[src/rtl/dma_chan_pkg.sv]
// Shared types for the DMA channel: configuration word, sequencer states,
// register offsets and the size-to-step helper.
package dma_chan_pkg;

    // Register offsets on the configuration port.
    localparam logic [2:0] OFF_CTRL  = 3'd0;
    localparam logic [2:0] OFF_COUNT = 3'd1;
    localparam logic [2:0] OFF_PBASE = 3'd2;
    localparam logic [2:0] OFF_MBASE = 3'd3;
    localparam logic [2:0] OFF_FLAGS = 3'd4;

    // Flag bit positions.
    localparam int FLG_TC = 0;
    localparam int FLG_HT = 1;
    localparam int FLG_TE = 2;

    // Control word bits [14:1]; the MSB-first order matches the write layout.
    typedef struct packed {
        logic       m2m;
        logic [1:0] prio;
        logic [1:0] msize;
        logic [1:0] psize;
        logic       minc;
        logic       pinc;
        logic       circ;
        logic       dir;
        logic       teie;
        logic       htie;
        logic       tcie;
    } chan_cfg_t;

    typedef enum logic [2:0] {
        S_IDLE,
        S_RD,
        S_RD_W,
        S_WR,
        S_WR_W
    } seq_state_t;

    // Byte step for a size code: 00 -> 1, 01 -> 2, others -> 4.
    function automatic logic [2:0] size_step(input logic [1:0] sz);
        case (sz)
            2'b00:   return 3'd1;
            2'b01:   return 3'd2;
            default: return 3'd4;
        endcase
    endfunction

endpackage

[src/rtl/dma_chan_regs.sv]
// Register file for one channel: control word, enable, item count with its
// reload copy, base addresses and sticky flags.
// Assumes item_done/item_err are single-cycle strobes from the sequencer and
// never assert together.
module dma_chan_regs
    import dma_chan_pkg::*;
#(
    parameter int CNT_W  = 16,
    parameter int DATA_W = 32
) (
    input  logic              clk,
    input  logic              rst_n,
    input  logic              cfg_we,
    input  logic [2:0]        cfg_addr,
    input  logic [DATA_W-1:0] cfg_wdata,
    output logic [DATA_W-1:0] cfg_rdata,
    input  logic              item_done,
    input  logic              item_err,
    output logic              enable,
    output chan_cfg_t         cfg,
    output logic [CNT_W-1:0]  cnt,
    output logic [DATA_W-1:0] pbase,
    output logic [DATA_W-1:0] mbase,
    output logic [2:0]        flags,
    output logic              start,
    output logic              wrap
);
    localparam int CFG_W = $bits(chan_cfg_t);
    localparam int PAD_W = DATA_W - CNT_W;

    logic [CNT_W-1:0] cnt_init;
    logic             wr_ctrl, wr_cnt, wr_pb, wr_mb, wr_flg;
    logic             last, circ_eff, half_hit;
    logic [CNT_W-1:0] cnt_dec;

    // Decode write strobes; data registers are writable only while disabled.
    always_comb begin
        wr_ctrl = cfg_we && (cfg_addr == OFF_CTRL);
        wr_cnt  = cfg_we && (cfg_addr == OFF_COUNT) && !enable;
        wr_pb   = cfg_we && (cfg_addr == OFF_PBASE) && !enable;
        wr_mb   = cfg_we && (cfg_addr == OFF_MBASE) && !enable;
        wr_flg  = cfg_we && (cfg_addr == OFF_FLAGS);
    end

    // Derived item events: last item, circular wrap and half-way point.
    always_comb begin
        circ_eff = cfg.circ && !cfg.m2m;
        last     = (cnt == CNT_W'(1));
        cnt_dec  = cnt - CNT_W'(1);
        half_hit = (cnt_dec == (cnt_init >> 1));
        wrap     = item_done && last && circ_eff;
        start    = wr_ctrl && !enable && cfg_wdata[0];
    end

    // Enable bit and control fields; hardware clear wins over software.
    always_ff @(posedge clk) begin
        if (!rst_n) begin
            enable <= 1'b0;
            cfg    <= '0;
        end else begin
            if (wr_ctrl) begin
                enable <= cfg_wdata[0];
                if (!enable) cfg <= chan_cfg_t'(cfg_wdata[CFG_W:1]);
            end
            if (item_err || (item_done && last && !circ_eff)) enable <= 1'b0;
        end
    end

    // Item count and its reload copy.
    always_ff @(posedge clk) begin
        if (!rst_n) begin
            cnt      <= '0;
            cnt_init <= '0;
        end else if (wr_cnt) begin
            cnt      <= cfg_wdata[CNT_W-1:0];
            cnt_init <= cfg_wdata[CNT_W-1:0];
        end else if (item_done) begin
            cnt <= wrap ? cnt_init : cnt_dec;
        end
    end

    // Base addresses.
    always_ff @(posedge clk) begin
        if (!rst_n) begin
            pbase <= '0;
            mbase <= '0;
        end else begin
            if (wr_pb) pbase <= cfg_wdata;
            if (wr_mb) mbase <= cfg_wdata;
        end
    end

    // Sticky flags: set by events, cleared by writing 1; a set wins.
    always_ff @(posedge clk) begin
        if (!rst_n) begin
            flags <= '0;
        end else begin
            flags <= (flags & ~(wr_flg ? cfg_wdata[2:0] : 3'b000))
                   | {item_err, item_done && half_hit, item_done && last};
        end
    end

    // Read-back multiplexer.
    always_comb begin
        case (cfg_addr)
            OFF_CTRL:  cfg_rdata = {{(DATA_W-CFG_W-1){1'b0}}, cfg, enable};
            OFF_COUNT: cfg_rdata = {{PAD_W{1'b0}}, cnt};
            OFF_PBASE: cfg_rdata = pbase;
            OFF_MBASE: cfg_rdata = mbase;
            OFF_FLAGS: cfg_rdata = {{(DATA_W-3){1'b0}}, flags};
            default:   cfg_rdata = '0;
        endcase
    end

endmodule

[src/rtl/dma_chan_ptrs.sv]
// Current peripheral and memory address pointers. Both load from their bases
// on channel start and on a circular wrap, and step by the item size after
// each completed item when their increment bit is set.
module dma_chan_ptrs
    import dma_chan_pkg::*;
#(
    parameter int ADDR_W = 32
) (
    input  logic              clk,
    input  logic              rst_n,
    input  logic              start,
    input  logic              item_done,
    input  logic              wrap,
    input  logic [ADDR_W-1:0] pbase,
    input  logic [ADDR_W-1:0] mbase,
    input  logic              pinc,
    input  logic              minc,
    input  logic [1:0]        psize,
    input  logic [1:0]        msize,
    output logic [ADDR_W-1:0] pptr,
    output logic [ADDR_W-1:0] mptr
);
    localparam int NPTR = 2;

    logic [ADDR_W-1:0] base_a [NPTR];
    logic [ADDR_W-1:0] ptr_a  [NPTR];
    logic              inc_a  [NPTR];
    logic [1:0]        size_a [NPTR];

    // Gather per-pointer controls into arrays (0 = peripheral, 1 = memory).
    always_comb begin
        base_a[0] = pbase;  base_a[1] = mbase;
        inc_a[0]  = pinc;   inc_a[1]  = minc;
        size_a[0] = psize;  size_a[1] = msize;
        pptr      = ptr_a[0];
        mptr      = ptr_a[1];
    end

    for (genvar g = 0; g < NPTR; g++) begin : g_ptr
        // One pointer register: load, wrap or step.
        always_ff @(posedge clk) begin
            if (!rst_n)
                ptr_a[g] <= '0;
            else if (start || wrap)
                ptr_a[g] <= base_a[g];
            else if (item_done && inc_a[g])
                ptr_a[g] <= ptr_a[g] + ADDR_W'(size_step(size_a[g]));
        end
    end

endmodule

[src/rtl/dma_chan_seq.sv]
// Item sequencer: waits for a request (or runs freely in memory-to-memory
// mode), issues the source read, then the destination write, over a
// valid/ready bus. Assumes one outstanding transaction and one response per
// accepted request.
module dma_chan_seq
    import dma_chan_pkg::*;
#(
    parameter int CNT_W  = 16,
    parameter int ADDR_W = 32,
    parameter int DATA_W = 32
) (
    input  logic              clk,
    input  logic              rst_n,
    input  logic              enable,
    input  logic              m2m,
    input  logic              dir,
    input  logic [1:0]        psize,
    input  logic [1:0]        msize,
    input  logic [CNT_W-1:0]  cnt,
    input  logic [ADDR_W-1:0] pptr,
    input  logic [ADDR_W-1:0] mptr,
    input  logic              per_req,
    output logic              per_ack,
    output logic              bus_req_valid,
    input  logic              bus_req_ready,
    output logic              bus_req_write,
    output logic [ADDR_W-1:0] bus_req_addr,
    output logic [1:0]        bus_req_size,
    output logic [DATA_W-1:0] bus_req_wdata,
    input  logic              bus_rsp_valid,
    input  logic              bus_rsp_err,
    input  logic [DATA_W-1:0] bus_rsp_rdata,
    output logic              item_done,
    output logic              item_err
);
    seq_state_t        state, state_nx;
    logic              pend;
    logic [DATA_W-1:0] data_q;
    logic [ADDR_W-1:0] src, dst;
    logic [1:0]        src_sz, dst_sz;
    logic              in_wait;

    // Pick the source and destination sides from the direction bit.
    always_comb begin
        src    = dir ? mptr  : pptr;
        dst    = dir ? pptr  : mptr;
        src_sz = dir ? msize : psize;
        dst_sz = dir ? psize : msize;
    end

    // Completion strobes for the current item.
    always_comb begin
        in_wait   = (state == S_RD_W) || (state == S_WR_W);
        item_done = (state == S_WR_W) && bus_rsp_valid && !bus_rsp_err;
        item_err  = in_wait && bus_rsp_valid && bus_rsp_err;
    end

    // Next-state logic.
    always_comb begin
        state_nx = state;
        case (state)
            S_IDLE: if (enable && (cnt != '0) && (m2m || pend)) state_nx = S_RD;
            S_RD:   if (bus_req_ready) state_nx = S_RD_W;
            S_RD_W: if (bus_rsp_valid) state_nx = bus_rsp_err ? S_IDLE : S_WR;
            S_WR:   if (bus_req_ready) state_nx = S_WR_W;
            S_WR_W: if (bus_rsp_valid) state_nx = S_IDLE;
            default: state_nx = S_IDLE;
        endcase
    end

    // State register.
    always_ff @(posedge clk) begin
        if (!rst_n) state <= S_IDLE;
        else        state <= state_nx;
    end

    // Capture the read word for the following write.
    always_ff @(posedge clk) begin
        if (!rst_n)
            data_q <= '0;
        else if ((state == S_RD_W) && bus_rsp_valid && !bus_rsp_err)
            data_q <= bus_rsp_rdata;
    end

    // Pending-request latch: one request per item, dropped while disabled.
    always_ff @(posedge clk) begin
        if (!rst_n) pend <= 1'b0;
        else        pend <= enable && (per_req || (pend && !(item_done || item_err)));
    end

    // Acknowledge pulse after each peripheral-mode item.
    always_ff @(posedge clk) begin
        if (!rst_n) per_ack <= 1'b0;
        else        per_ack <= item_done && !m2m;
    end

    // Bus request outputs.
    always_comb begin
        bus_req_valid = (state == S_RD) || (state == S_WR);
        bus_req_write = (state == S_WR);
        bus_req_addr  = (state == S_WR) ? dst : src;
        bus_req_size  = (state == S_WR) ? dst_sz : src_sz;
        bus_req_wdata = data_q;
    end

endmodule

[src/rtl/dma_chan_engine.sv]
// Top level of one DMA channel: register file, address pointers and item
// sequencer. Priority is stored only and driven out for an external arbiter.
module dma_chan_engine
    import dma_chan_pkg::*;
#(
    parameter int CNT_W  = 16,
    parameter int ADDR_W = 32
) (
    input  logic              clk,
    input  logic              rst_n,
    input  logic              cfg_we,
    input  logic [2:0]        cfg_addr,
    input  logic [ADDR_W-1:0] cfg_wdata,
    output logic [ADDR_W-1:0] cfg_rdata,
    input  logic              per_req,
    output logic              per_ack,
    output logic              bus_req_valid,
    input  logic              bus_req_ready,
    output logic              bus_req_write,
    output logic [ADDR_W-1:0] bus_req_addr,
    output logic [1:0]        bus_req_size,
    output logic [ADDR_W-1:0] bus_req_wdata,
    input  logic              bus_rsp_valid,
    input  logic              bus_rsp_err,
    input  logic [ADDR_W-1:0] bus_rsp_rdata,
    output logic              irq,
    output logic [1:0]        chan_prio
);
    logic              enable, start, wrap, item_done, item_err;
    chan_cfg_t         cfg;
    logic [CNT_W-1:0]  cnt;
    logic [ADDR_W-1:0] pbase, mbase, pptr, mptr;
    logic [2:0]        flags;

    dma_chan_regs #(.CNT_W(CNT_W), .DATA_W(ADDR_W)) u_regs (
        .clk(clk), .rst_n(rst_n),
        .cfg_we(cfg_we), .cfg_addr(cfg_addr), .cfg_wdata(cfg_wdata), .cfg_rdata(cfg_rdata),
        .item_done(item_done), .item_err(item_err),
        .enable(enable), .cfg(cfg), .cnt(cnt), .pbase(pbase), .mbase(mbase),
        .flags(flags), .start(start), .wrap(wrap)
    );

    dma_chan_ptrs #(.ADDR_W(ADDR_W)) u_ptrs (
        .clk(clk), .rst_n(rst_n),
        .start(start), .item_done(item_done), .wrap(wrap),
        .pbase(pbase), .mbase(mbase),
        .pinc(cfg.pinc), .minc(cfg.minc), .psize(cfg.psize), .msize(cfg.msize),
        .pptr(pptr), .mptr(mptr)
    );

    dma_chan_seq #(.CNT_W(CNT_W), .ADDR_W(ADDR_W), .DATA_W(ADDR_W)) u_seq (
        .clk(clk), .rst_n(rst_n),
        .enable(enable), .m2m(cfg.m2m), .dir(cfg.dir),
        .psize(cfg.psize), .msize(cfg.msize), .cnt(cnt),
        .pptr(pptr), .mptr(mptr),
        .per_req(per_req), .per_ack(per_ack),
        .bus_req_valid(bus_req_valid), .bus_req_ready(bus_req_ready),
        .bus_req_write(bus_req_write), .bus_req_addr(bus_req_addr),
        .bus_req_size(bus_req_size), .bus_req_wdata(bus_req_wdata),
        .bus_rsp_valid(bus_rsp_valid), .bus_rsp_err(bus_rsp_err),
        .bus_rsp_rdata(bus_rsp_rdata),
        .item_done(item_done), .item_err(item_err)
    );

    // Interrupt line and priority export.
    always_comb begin
        irq = (flags[FLG_TC] && cfg.tcie) || (flags[FLG_HT] && cfg.htie)
           || (flags[FLG_TE] && cfg.teie);
        chan_prio = cfg.prio;
    end

endmodule

[config.mk]
export PLATFORM = sky130hd
export DESIGN_NAME = dma_chan_engine
export DESIGN_NICKNAME = d
export VERILOG_FILES = /design/src/rtl/dma_chan_pkg.sv /design/src/rtl/dma_chan_regs.sv /design/src/rtl/dma_chan_ptrs.sv /design/src/rtl/dma_chan_seq.sv /design/src/rtl/dma_chan_engine.sv
export SDC_FILE = /design/constraint.sdc
export NUM_CORES = 1
export LEC_CHECK = 0
export BUFFER_PORTS_ARGS = -buffer_cell sky130_fd_sc_hd__buf_2
export CAP_MARGIN = 20
export CELL_PAD_IN_SITES_DETAIL_PLACEMENT = 1
export CELL_PAD_IN_SITES_GLOBAL_PLACEMENT = 2
export CORE_MARGIN = 5
export CORE_UTILIZATION = 35
export CTS_CLUSTER_DIAMETER = 80
export DETAILED_ROUTE_END_ITERATION = 16
export GPL_TIMING_DRIVEN = 0
export PLACE_DENSITY = 0.89
export SYNTH_ARGS = -nofsm -noshare
export SYNTH_HDL_FRONTEND = slang
export SYNTH_SLANG_ARGS = --single-unit
[constraint.sdc]
create_clock -name clk -period 3.9 [get_ports clk]
set_input_delay 0 -clock clk [delete_from_list [all_inputs] [get_ports clk]]
set_output_delay 0 -clock clk [all_outputs]
set_load 0.05 [all_outputs]
# ---- Yosys cells after proc, flatten, opt, wreduce, memory -nomap -nowiden
# Memory sizes are Yosys's and may differ from the RTL's.
# Index checks and enable logic that the tools add are counted.
dict set report word_totals {
  regBits 151
  ram_bits 64
  n_memories 1
}
dict set report classes {
  add_sub_neg 3
  eq_ne 17
  muxes 42
  bitwise 9
  n_reduce_logical 54
}
# name words width rd rd_ports_with_merged_regs wr line
set mem_list {}
lappend mem_list {u_ptrs.ptr_a 2 32 2 0 2 dma_chan_ptrs.sv:26} ;# logic [ADDR_W-1:0] ptr_a [NPTR];
# operator n
set op_table {}
lappend op_table {{$mux 32} 7}
lappend op_table {{$pmux 32 s5} 1}
lappend op_table {{$add 32x3->32} 2}
lappend op_table {{$mux 16} 3}
lappend op_table {{$mux 3} 12}
lappend op_table {{$logic_and 1x1->1} 31}
lappend op_table {{$eq 16x1->1 const B} 1}
lappend op_table {{$eq 16x15->1} 1}
lappend op_table {{$reduce_bool 16->1} 1}
lappend op_table {{$sub 16x1->16 const B} 1}
lappend op_table {{$pmux 3 s5} 1}
lappend op_table {{$eq 3x2->1 const B} 4}
lappend op_table {{$mux 1} 12}
lappend op_table {{$pmux 3 s2} 2}
lappend op_table {{$logic_or 1x1->1} 9}
lappend op_table {{$mux 2} 4}
lappend op_table {{$ne 2x2->1 const B} 4}
lappend op_table {{$eq 3x1->1 const B} 2}
lappend op_table {{$eq 3x3->1 const B} 2}
lappend op_table {{$logic_not 3->1} 2}
lappend op_table {{$logic_not 1->1} 5}
lappend op_table {{$reduce_and 5->1} 1}
lappend op_table {{$eq 2x1->1 const B} 2}
lappend op_table {{$logic_not 2->1} 2}
lappend op_table {{other kinds (9)} 13}

# ---- Longest topological paths before layout
# Gate-level depths: netlist of run 1.
dict set report depth {
  depth_word 11
  depth_mapped 10
}

# ---- Modules after synthesis
# From an unflattened synthesis of run 1, not the netlist that was laid out.
dict set report unflattened {
  hier_cells 1373
  area_unflattened_um2 11871.4
}
# module instances cells_per_inst area_per_inst_um2 seq_area_each_um2
set by_module_without_submodules {}
lappend by_module_without_submodules {dma_chan_regs 1 734 5859.4 2282.2}
lappend by_module_without_submodules {dma_chan_ptrs 1 409 3996.3 1921.8}
lappend by_module_without_submodules {dma_chan_seq 1 228 2001.9 740.7}
lappend by_module_without_submodules {dma_chan_engine 1 2 13.8 0.0}

# ---- Worst setup path before layout of run 1
# Ideal clock, no wire load.
dict set report synth_path {
  path_type {register -> register}
  startpoint {register u_regs.cnt[0]}
  endpoint {memory u_ptrs.ptr_a[0][0], enable pin}
  t_arrival_ns 2.743
  required_time_ns 3.506
  slack_ns 0.762
  stages_incl_launch_ff 9
  period_less_slack_ns 3.138
  path_cell_list {dfxtp_1 -> ha_1 -> or3b_2 -> or4_1 -> buf_2 -> nor2_2 -> buf_4 -> o21ai_0 -> nand3_1}
}
# item line
set synth_lines {}
lappend synth_lines {{from (decl)} dma_chan_regs.sv:21} ;# output logic [CNT_W-1:0] cnt,
lappend synth_lines {{from (signal assigned)} dma_chan_regs.sv:75} ;# cnt <= cfg_wdata[CNT_W-1:0];
lappend synth_lines {{from (signal assigned)} dma_chan_regs.sv:78} ;# cnt <= wrap ? cnt_init : cnt_dec;
lappend synth_lines {{to (decl)} dma_chan_ptrs.sv:26}

==> results.json, run 1 <==
{
  "grt_pass1_wl_um": 68000,
  "initialDrtViolationCount": 720,
  "wire_per_inst_um": 22.2,
  "final_common_cell": "nand2_1",
  "clockRootBuffer": "clkbuf_16",
  "die_area_um2": 36800,
  "p_leak_uw": 0.00553,
  "syn_to_final_growth_pct": 26.3,
  "overflow": 0,
  "dp_hpwl_um": 33900,
  "fillers": 3815,
  "max_freq_ghz": 0.277,
  "numCtsBuffers": 26,
  "ant_nets": 0,
  "post-route-min-period_ps": 3600,
  "async_flop_share_pct": 0,
  "synth_edf_count": 64,
  "critPathCaptureType": "flip-flop",
  "synth_area_um2": 11600,
  "initial_core_util_pct": 35.5,
  "vias": 11100,
  "met2_usage_pct": 40.3,
  "mostFrequentLayoutCells": "311 x nand2_1, 182 x buf_2, 151 x dfxtp_1",
  "p_total_uw": 5450,
  "grt_antenna_before_repair": 3,
  "cts_tree": "yes",
  "fin_worst_skew_ps": 23.1,
  "cts.sinks": 215,
  "vias_per_cell": 5.43,
  "met3_usage_pct": 3.07,
  "final.period_utilization_pct": 92.4,
  "numPortBuffers": 175,
  "finalSetupViolCount": 0,
  "setup_tns_ps": 0,
  "cts_max_path_buffers": 3,
  "ys_seq_elements": 215,
  "cp_max_fo": 10,
  "syn_nets": 1383,
  "drtPass1Iterations": 5,
  "rsz0062_at_grt": "false",
  "hold_path_class": "in2reg",
  "max_slew_margin_pct": 30.6,
  "grt_max_degree": 33,
  "seqCellArea_um2": 4940,
  "cap_violations": 0,
  "num-nets-final": 1661,
  "ios": 178,
  "synth_cell_types": 65,
  "drive_above_1_share_pct": 17.8,
  "grt_usage_pct": 23.8,
  "rows": 66,
  "syn-instance-count": 1299,
  "seq_area_frac_synth_pct": 42.7,
  "grt.busiest_layer": "met2",
  "rrSetupSlack_ps": 300,
  "coreArea_um2": 32600,
  "synth.area.top_cells": "dfxtp_1 26%, edfxtp_1 17%, nand2_1 10%, a21boi_0 8.2%, a22o_1 5.9%",
  "arrival_ps": 3990,
  "grt_pass1_vias": 11400,
  "insertion_delay_ps": 550,
  "ir_drop_uv": 289,
  "dominantRegCellSynth": "dfxtp_1",
  "critPathKind": "reg2reg",
  "max_slew.worst_pin.slew_ps": 1030,
  "clk_pin_slew_ps": 60,
  "hold_viol_final": 0,
  "synth_top_area_share_pct": 26.1,
  "critPathLaunchType": "flip-flop",
  "synth_warnings": 0,
  "post_cts_buffers": 0,
  "post_synth.cell_area_avg_um2": 8.92,
  "h-tree-depth": 1,
  "cp.required_ps": 4290,
  "multiInputGateArea_um2": 6190,
  "drv_slew": 0,
  "die_width_um": 192,
  "drc_errors": 0,
  "p_per_area_nw_per_um2": 373,
  "synth.largest_area_cell": "dfxtp_1",
  "routed_wl_um": 45200,
  "die_h_um": 192,
  "gp_congestion": 0.902,
  "outcome": "finished clean",
  "grtUsageMet1_pct": 31.9
}
## power by group
part           switching (uW)  internal [uW]
Combinational             358            219
Sequential               69.9           2350
Clock                    1000           1450
Total                    1430           4020
## worst max-delay path, cell delays in order (launching register included)
cell	delay, ps
dfxtp_1	290
clkbuf_1	220
nor4_1	760
nand4_1	690
or2_2	550
a21boi_1	260
buf_4	260
buf_2	260
o2bb2ai_1	160
## layout make-up
cell class / instances / area share (%)
Multi-Input combinational cell: 976 / 42.3
Sequential cell: 215 / 33.8
Timing Repair Buffer: 250 / 11.0
Clock buffer: 36 / 5.28
Tap cell: 442 / 3.78
Buffer: 98 / 2.89
Clock inverter: 10 / 0.616
Inverter: 10 / 0.257
Antenna cell: 1 / 0.0171
## synthesized netlist by cell type (23+ instances only)
master / number
nand3_1: 39
a22o_1: 78
nor2_1: 29
xnor2_1: 49
clkbuf_1: 80
mux2_2: 35
a21boi_0: 127
xor2_1: 34
dfxtp_1: 151
nand2_1: 311
edfxtp_1: 64
o21ai_0: 34
a21oi_1: 23
## final timing paths
| path | cells after the start | end | startpoint |
|---|---|---|---|
| worst max-delay path | 8 | u_ptrs.ptr_a[0][17] | u_regs.cnt[6] |
| worst min-delay path | 5 | u_regs.flags[1] | cfg_addr[0] |
| worst max register to register | 8 | u_ptrs.ptr_a[0][17] | u_regs.cnt[6] |
| worst min register to register | 2 | u_seq.bus_req_wdata[22] | u_seq.bus_req_wdata[22] |
## metal layers
layer  routed length, um  up-vias  share of wire [%]
met5                  21        -              0.046
met4                1380        4                3.1
met3                2650       91                5.9
met2               21400      348                 47
met1               19700     5414                 44
li1                    -     5203                  -
## timing repair
action	in CTS	in global routing
setup endpoints to repair	0	0
endpoints found under the hold margin	150	0
resized for setup	0	0
hold buffers	72	0
## cells by family (layout without fill, tap and decap cells)
logic type                 after synthesis  after routing  synth area share, %
other                                    0              1                    0
and+or+nand+nor                        499            499                 19.6
AOI/OAI and AO/OA                      345            345                 22.5
xor gates and xnor gates                83             83                 6.27
adders and majority gates               10             10                 1.21
buffers and inverters                  108            404                 3.97
muxes                                   39             39                 3.75
DFF                                    215            215                 42.7
## stage by stage
stage	worst slack (ps)	hold slack (ps)	instances	instance area [um^2]	utilization (%)
floorplan	762	109	1299	11600	-
global placement	140	252	1916	13000	39.9
detailed placement	385	260	1919	13000	40.0
CTS	372	41.6	2037	14600	44.9
global route	183	78.9	2038	14600	44.9
finish	296	57.5	2038	14600	44.9
## sequential cells by signal (all words and copies together) (netlist names)
register,cells
u_ptrs.ptr_a,64
u_regs.mbase,32
u_regs.pbase,32
u_seq.bus_req_wdata,32
u_regs.cnt,16
u_regs.cnt_init,16
u_regs.cfg,14
u_regs.flags,3
u_seq.state,3
u_regs.enable,1
u_seq.pend,1
u_seq.per_ack,1
No activity file was read; power rests on OpenSTA's default activity.
==> run 2, diff against run 1 <==
--- a/config.mk
+++ b/config.mk
@@ -14,7 +14,8 @@
 export CTS_CLUSTER_DIAMETER = 80
 export DETAILED_ROUTE_END_ITERATION = 16
 export GPL_TIMING_DRIVEN = 0
-export PLACE_DENSITY = 0.89
+export PLACE_DENSITY = 0.9
 export SYNTH_ARGS = -nofsm -noshare
 export SYNTH_HDL_FRONTEND = slang
+export SYNTH_HIERARCHICAL = 1
 export SYNTH_SLANG_ARGS = --single-unit
==> results.json, run 2 <==
{
  "final_common_cell": "nand2_1",
  "initialDrtViolationCount": 917,
  "cts_max_path_buffers": 3,
  "grt_antenna_before_repair": 3,
  "final.period_utilization_pct": 94.6,
  "numCtsBuffers": 27,
  "synth_warnings": 6,
  "cts.sinks": 215,
  "clk_pin_slew_ps": 60,
  "grt_pass1_vias": 12000,
  "insertion_delay_ps": 540,
  "synth.largest_area_cell": "dfxtp_1",
  "cap_violations": 0,
  "largest_reg_flops": 64,
  "post-place-ws_ps": -959,
  "synth_commonest_cells": "355 x nand2_1, 151 x dfxtp_1, 127 x a21boi_0",
  "top_register": "u_ptrs/ptr_a",
  "die_h_um": 194,
  "post_synth.cell_area_avg_um2": 8.65,
  "fin_worst_skew_ps": 23.9,
  "rsz0062_at_grt": "false",
  "drtPass1Iterations": 7,
  "cp_max_fo": 17,
  "overflow": 0,
  "ys_seq_elements": 215,
  "numPortBuffers": 176,
  "grt_max_degree": 22,
  "seqCellArea_um2": 4940,
  "power_frac_seq_pct": 43.0,
  "drc_errors": 0,
  "vias": 11600,
  "max_slew_margin_pct": 46.2,
  "critPathCaptureType": "flip-flop",
  "num-nets-final": 1734,
  "setup_slack_ps": 209,
  "internal_power_uw": 4200,
  "p_total_uw": 5620,
  "h-tree-depth": 1,
  "mostFrequentLayoutCells": "353 x nand2_1, 185 x buf_2, 151 x dfxtp_1",
  "max_freq_ghz": 0.271,
  "syn-instance-count": 1373,
  "critPathKind": "reg2reg",
  "grt_pass1_wl_um": 72000,
  "synth.most_common_cell": "nand2_1",
  "dp_hpwl_um": 34600,
  "initial_core_util_pct": 35.4,
  "ir_drop_uv": 323,
  "finalSetupViolCount": 0,
  "clockRootBuffer": "clkbuf_16",
  "ant_nets": 0,
  "max_slew.worst_pin.slew_ps": 800,
  "ios": 178,
  "drive_above_1_share_pct": 16.4,
  "rows": 67,
  "p_per_area_nw_per_um2": 374,
  "dominantRegCellSynth": "dfxtp_1",
  "async_flop_share_pct": 0,
  "vias_per_cell": 5.49,
  "die_area_um2": 37700,
  "grt_usage_pct": 23.9,
  "wire_per_inst_um": 22.2,
  "multiInputGateArea_um2": 6430,
  "synth_edf_count": 64,
  "drv_slew": 0,
  "p_switching_uw": 1420,
  "synth.area.top_cells": "dfxtp_1 25%, edfxtp_1 16%, nand2_1 11%, a21boi_0 8.0%, xor2_1 3.4%",
  "syn_to_final_growth_pct": 26.7,
  "p_leak_uw": 0.00554,
  "synth_cell_types": 78,
  "arrival_ps": 3930,
  "holdWs_ps": 160,
  "syn_nets": 1457,
  "critPathLaunchType": "flip-flop",
  "power_frac_clock_pct": 46.6,
  "seq_area_frac_synth_pct": 41.7,
  "post-route-min-period_ps": 3690,
  "sw_frac_of_total_pct": 25.3,
  "hold_path_class": "in2reg",
  "coreArea_um2": 33500,
  "synth_area_um2": 11900,
  "outcome": "finished clean",
  "fillers": 4013,
  "cts_tree": "yes",
  "p_comb_share_pct": 10.3,
  "routed_wl_um": 47000,
  "synth_top_area_share_pct": 25.5,
  "cp.required_ps": 4140,
  "die_width_um": 194,
  "hold_viol_final": 0,
  "gp_congestion": 0.908
}
[run 2: cell count changes after synthesis, sizes merged, moves of 11 or more]
cell,previous run,this run
a21boi,129,140
xor2,34,46
a22o,78,32
nand2,311,355
xnor2,49,32
o2bb2ai,16,1
o21ai,35,82
a21oi,23,9
[run 2: stage by stage]
| stage | area [um^2] | instances | utilization, % | TNS, ps |
|---|---|---|---|---|
| after floorplan | 11900 | 1373 | - | 0 |
| after global placement | 13300 | 1997 | 39.7 | -62510 |
| after detailed placement | 13400 | 1999 | 39.8 | -50930 |
| after CTS | 15000 | 2117 | 44.8 | 0 |
| after global routing | 15000 | 2120 | 44.9 | 0 |
| final | 15000 | 2120 | 44.9 | 0 |
[run 2: repair_timing]
item,in CTS,in global routing
resized for setup,11,4
setup endpoints to repair,108,81
endpoints found under the hold margin,151,0
hold buffers,69,0
buffers inserted,1,0
[run 2: area by class of cell]
type / count / area share [%]
clock inverters: 8 / 0.807
flip-flops and latches: 215 / 32.9
inverters: 18 / 0.474
multi-input cells: 1036 / 42.7
repair buffers: 249 / 10.8
diodes: 3 / 0.0499
plain buffers: 103 / 3.12
well taps: 448 / 3.73
clock buffers: 40 / 5.39
[run 2: routing by layer]
metal	share of wire [%]	wire (um)	up-vias	GRT usage (%)
met1	44	20700	5810	32.2
met4	2.7	1250	0	6.59
met5	0	0	-	0
li1	-	-	5425	-
met2	49	22800	322	40.9
met3	4.8	2260	81	2.45
[run 2: kinds of logic (layout without fill, tap and decap cells)]
logic type / Yosys count / count (layout) / synth area share, %
compound gates: 351 / 351 / 21.4
xor+xnor: 78 / 78 / 5.91
fa+ha+maj: 10 / 10 / 1.18
buf+inv: 122 / 418 / 4.49
flops: 215 / 215 / 41.7
mux: 39 / 39 / 3.67
other cells: 0 / 3 / 0
simple gates: 558 / 558 / 21.7
[run 2: power groups by stage]
stage | registers (uW) | clock network [uW] | logic (uW)
2_1_floorplan | 2440 | 0 | 329
3_3_place_gp | 2460 | 0 | 499
3_5_place_dp | 2470 | 0 | 513
4_1_cts | 2420 | 2670 | 575
5_1_grt | 2420 | 2770 | 622
6_report | 2420 | 2620 | 582
[run 2: final timing paths]
path / slack (ps) / startpoint / endpoint / depth (start not counted)
hold / removal: 160 / rst_n / u_regs/pbase[20] / 3
setup / recovery: 210 / u_regs/cnt[6] / u_ptrs/ptr_a[1][0] / 11
setup reg to reg: 210 / u_regs/cnt[6] / u_ptrs/ptr_a[1][0] / 11
hold reg to reg: 450 / u_seq/bus_req_wdata[17] / u_seq/bus_req_wdata[17] / 2
[run 2: worst max-delay path: stages (launching register included)]
cell      delay (ps)
dfxtp_1          360
clkbuf_1         390
or3_1            240
clkbuf_1         390
nor3_2           120
nand2_1          130
nor2_1            90
nor3b_4          510
nand3_1          360
clkbuf_4         320
nand2_4          280
buf_16           200
==> run 3, diff against run 2 <==
--- a/config.mk
+++ b/config.mk
@@ -15,6 +15,7 @@
 export DETAILED_ROUTE_END_ITERATION = 16
 export GPL_TIMING_DRIVEN = 0
 export PLACE_DENSITY = 0.9
+export RECOVER_POWER = 100
 export SYNTH_ARGS = -nofsm -noshare
 export SYNTH_HDL_FRONTEND = slang
 export SYNTH_HIERARCHICAL = 1
==> results.json, run 3 (synthesis results as in run 2) <==
{
  "p_comb_share_pct": 10.3,
  "p_switching_uw": 1420,
  "die_width_um": 194,
  "largest_reg_flops": 64,
  "die_h_um": 194,
  "cts_tree": "yes",
  "h-tree-depth": 1,
  "max_slew_margin_pct": 25.5,
  "post-place-ws_ps": -959,
  "post-route-min-period_ps": 3720,
  "hold_viol_final": 0,
  "worst_hold_path.endpoint": "u_regs/cnt_init[12]",
  "place_inst": 1999,
  "grt_pass1_vias": 12000,
  "cp_max_fo": 17,
  "r2r_start": "u_seq/state[1]",
  "arrival_ps": 3950,
  "drtPass1Iterations": 5,
  "fin_cells": 2120,
  "drv_slew": 0,
  "slowest_stage": "nor3b_4",
  "numPortBuffers": 176,
  "max_slew.worst_pin.slew_ps": 1110,
  "holdWs_ps": 155,
  "rrSetupSlack_ps": 180,
  "drc_errors": 0,
  "coreArea_um2": 33500,
  "grt_max_degree": 22,
  "die_area_um2": 37700,
  "initialDrtViolationCount": 889,
  "cp_slowest_stage_delay_ps": 510,
  "hold_path_class": "in2reg",
  "grt_antenna_before_repair": 3,
  "final.period_utilization_pct": 95.3,
  "final_common_cell": "nand2_1",
  "syn_to_final_growth_pct": 25.3,
  "max_freq_ghz": 0.269,
  "fin_worst_skew_ps": 22.7,
  "ir_drop_uv": 324,
  "power_frac_clock_pct": 46.7,
  "setup_slack_ps": 185,
  "cts_max_path_buffers": 3,
  "setup_tns_ps": 0,
  "finalSetupViolCount": 0,
  "drive_above_1_share_pct": 10.4,
  "grt_pass1_wl_um": 72000,
  "initial_core_util_pct": 35.4,
  "internal_power_uw": 4200,
  "overflow": 0,
  "grt_usage_pct": 23.9,
  "critPathCaptureType": "flip-flop",
  "vias": 11700,
  "cts.sinks": 215,
  "routed_wl_um": 47100,
  "p_per_area_nw_per_um2": 378,
  "fillers": 4062,
  "ios": 178,
  "vias_per_cell": 5.50,
  "clk_pin_slew_ps": 60,
  "numCtsBuffers": 27,
  "crit_path_start": "u_seq/state[1]",
  "insertion_delay_ps": 540,
  "worstHoldStart": "cfg_addr[1]",
  "r2r_cells": 14,
  "gp_congestion": 0.908,
  "seqCellArea_um2": 4940,
  "critPathLaunchType": "flip-flop",
  "cp_cell_sequence": "clkbuf_1, nor2_2, nand3_1, clkinvlp_2, nand2_1, or4_1, nor3_2, nand2_1, nor2_1, nor3b_4, nand3_1, clkbuf_4, nand2_4, buf_16",
  "cap_violations": 0,
  "outcome": "finished clean",
  "critPathKind": "reg2reg",
  "wire_per_inst_um": 22.2,
  "rsz0062_at_grt": "false",
  "rows": 67,
  "top_register": "u_ptrs/ptr_a",
  "sw_frac_of_total_pct": 25.3,
  "multiInputGateArea_um2": 6400,
  "power_frac_seq_pct": 43.1,
  "p_leak_uw": 0.00514,
  "clockRootBuffer": "clkbuf_16",
  "num-nets-final": 1734,
  "cp.required_ps": 4140,
  "mostFrequentLayoutCells": "353 x nand2_1, 178 x clkbuf_1, 151 x dfxtp_1",
  "worstReg2RegEnd": "u_ptrs/ptr_a[1][0]",
  "dp_hpwl_um": 34600,
  "hold_depth": 4,
  "p_total_uw": 5620,
  "ant_nets": 0
}
run 3: area by class of cell:
cell class,count,share of cell area [%]
well taps,448,3.77
multi-input cells,1036,43.0
flip-flops and latches,215,33.3
clock buffers,40,5.45
plain buffers,103,2.92
clock inverters,8,0.816
repair buffers,249,10.2
diodes,3,0.0505
inverters,18,0.463
run 3: timing repair:
action                                 in CTS  in global routing
pin swaps                                   0                  0
hold buffers                               69                  0
endpoints found under the hold margin     151                  0
cloned                                      0                  0
buffers inserted                            1                  0
setup endpoints to repair                 108                 81
gates resized for setup                    11                  4
run 3: worst max-delay path by stage:
stage,slack (ps),endpoint
CTS,50,u_ptrs/ptr_a[1][4]
finish,180,u_ptrs/ptr_a[1][0]
detailed placement,-960,u_ptrs/ptr_a[1][1]
global route,70,u_ptrs/ptr_a[1][0]
global placement,-1100,u_ptrs/ptr_a[1][0]
floorplan,540,u_ptrs/ptr_a[0][0]
run 3: worst max-delay path: cells and delay by family, from the launching register on:
kind                   cells  cell delay, ps
AND/OR/NAND/NOR           10            2050
buffers and inverters      4            1050
flip-flops                 1             300
run 3: stage by stage:
| step | cell area (um^2) | utilization [%] |
|---|---|---|
| 3_5_place_dp | 13400 | 39.8 |
| 5_1_grt | 14900 | 44.3 |
| 6_report | 14900 | 44.3 |
| 3_3_place_gp | 13300 | 39.7 |
| 4_1_cts | 15000 | 44.8 |
| 2_1_floorplan | 11900 | - |
run 3: metal layers:
metal | up-vias | wire length [um] | GRT usage, %
met5 | - | 0 | 0
met4 | 0 | 1430 | 6.59
met3 | 100 | 2010 | 2.45
met1 | 5795 | 21000 | 32.2
met2 | 342 | 22700 | 40.9
li1 | 5428 | - | -
run 3: power by group through the flow:
stage               registers, uW  logic [uW]  clock network [uW]
floorplan                    2440         329                   0
global placement             2460         499                   0
detailed placement           2470         513                   0
CTS                          2420         575                2670
global route                 2420         618                2770
finish                       2420         577                2620
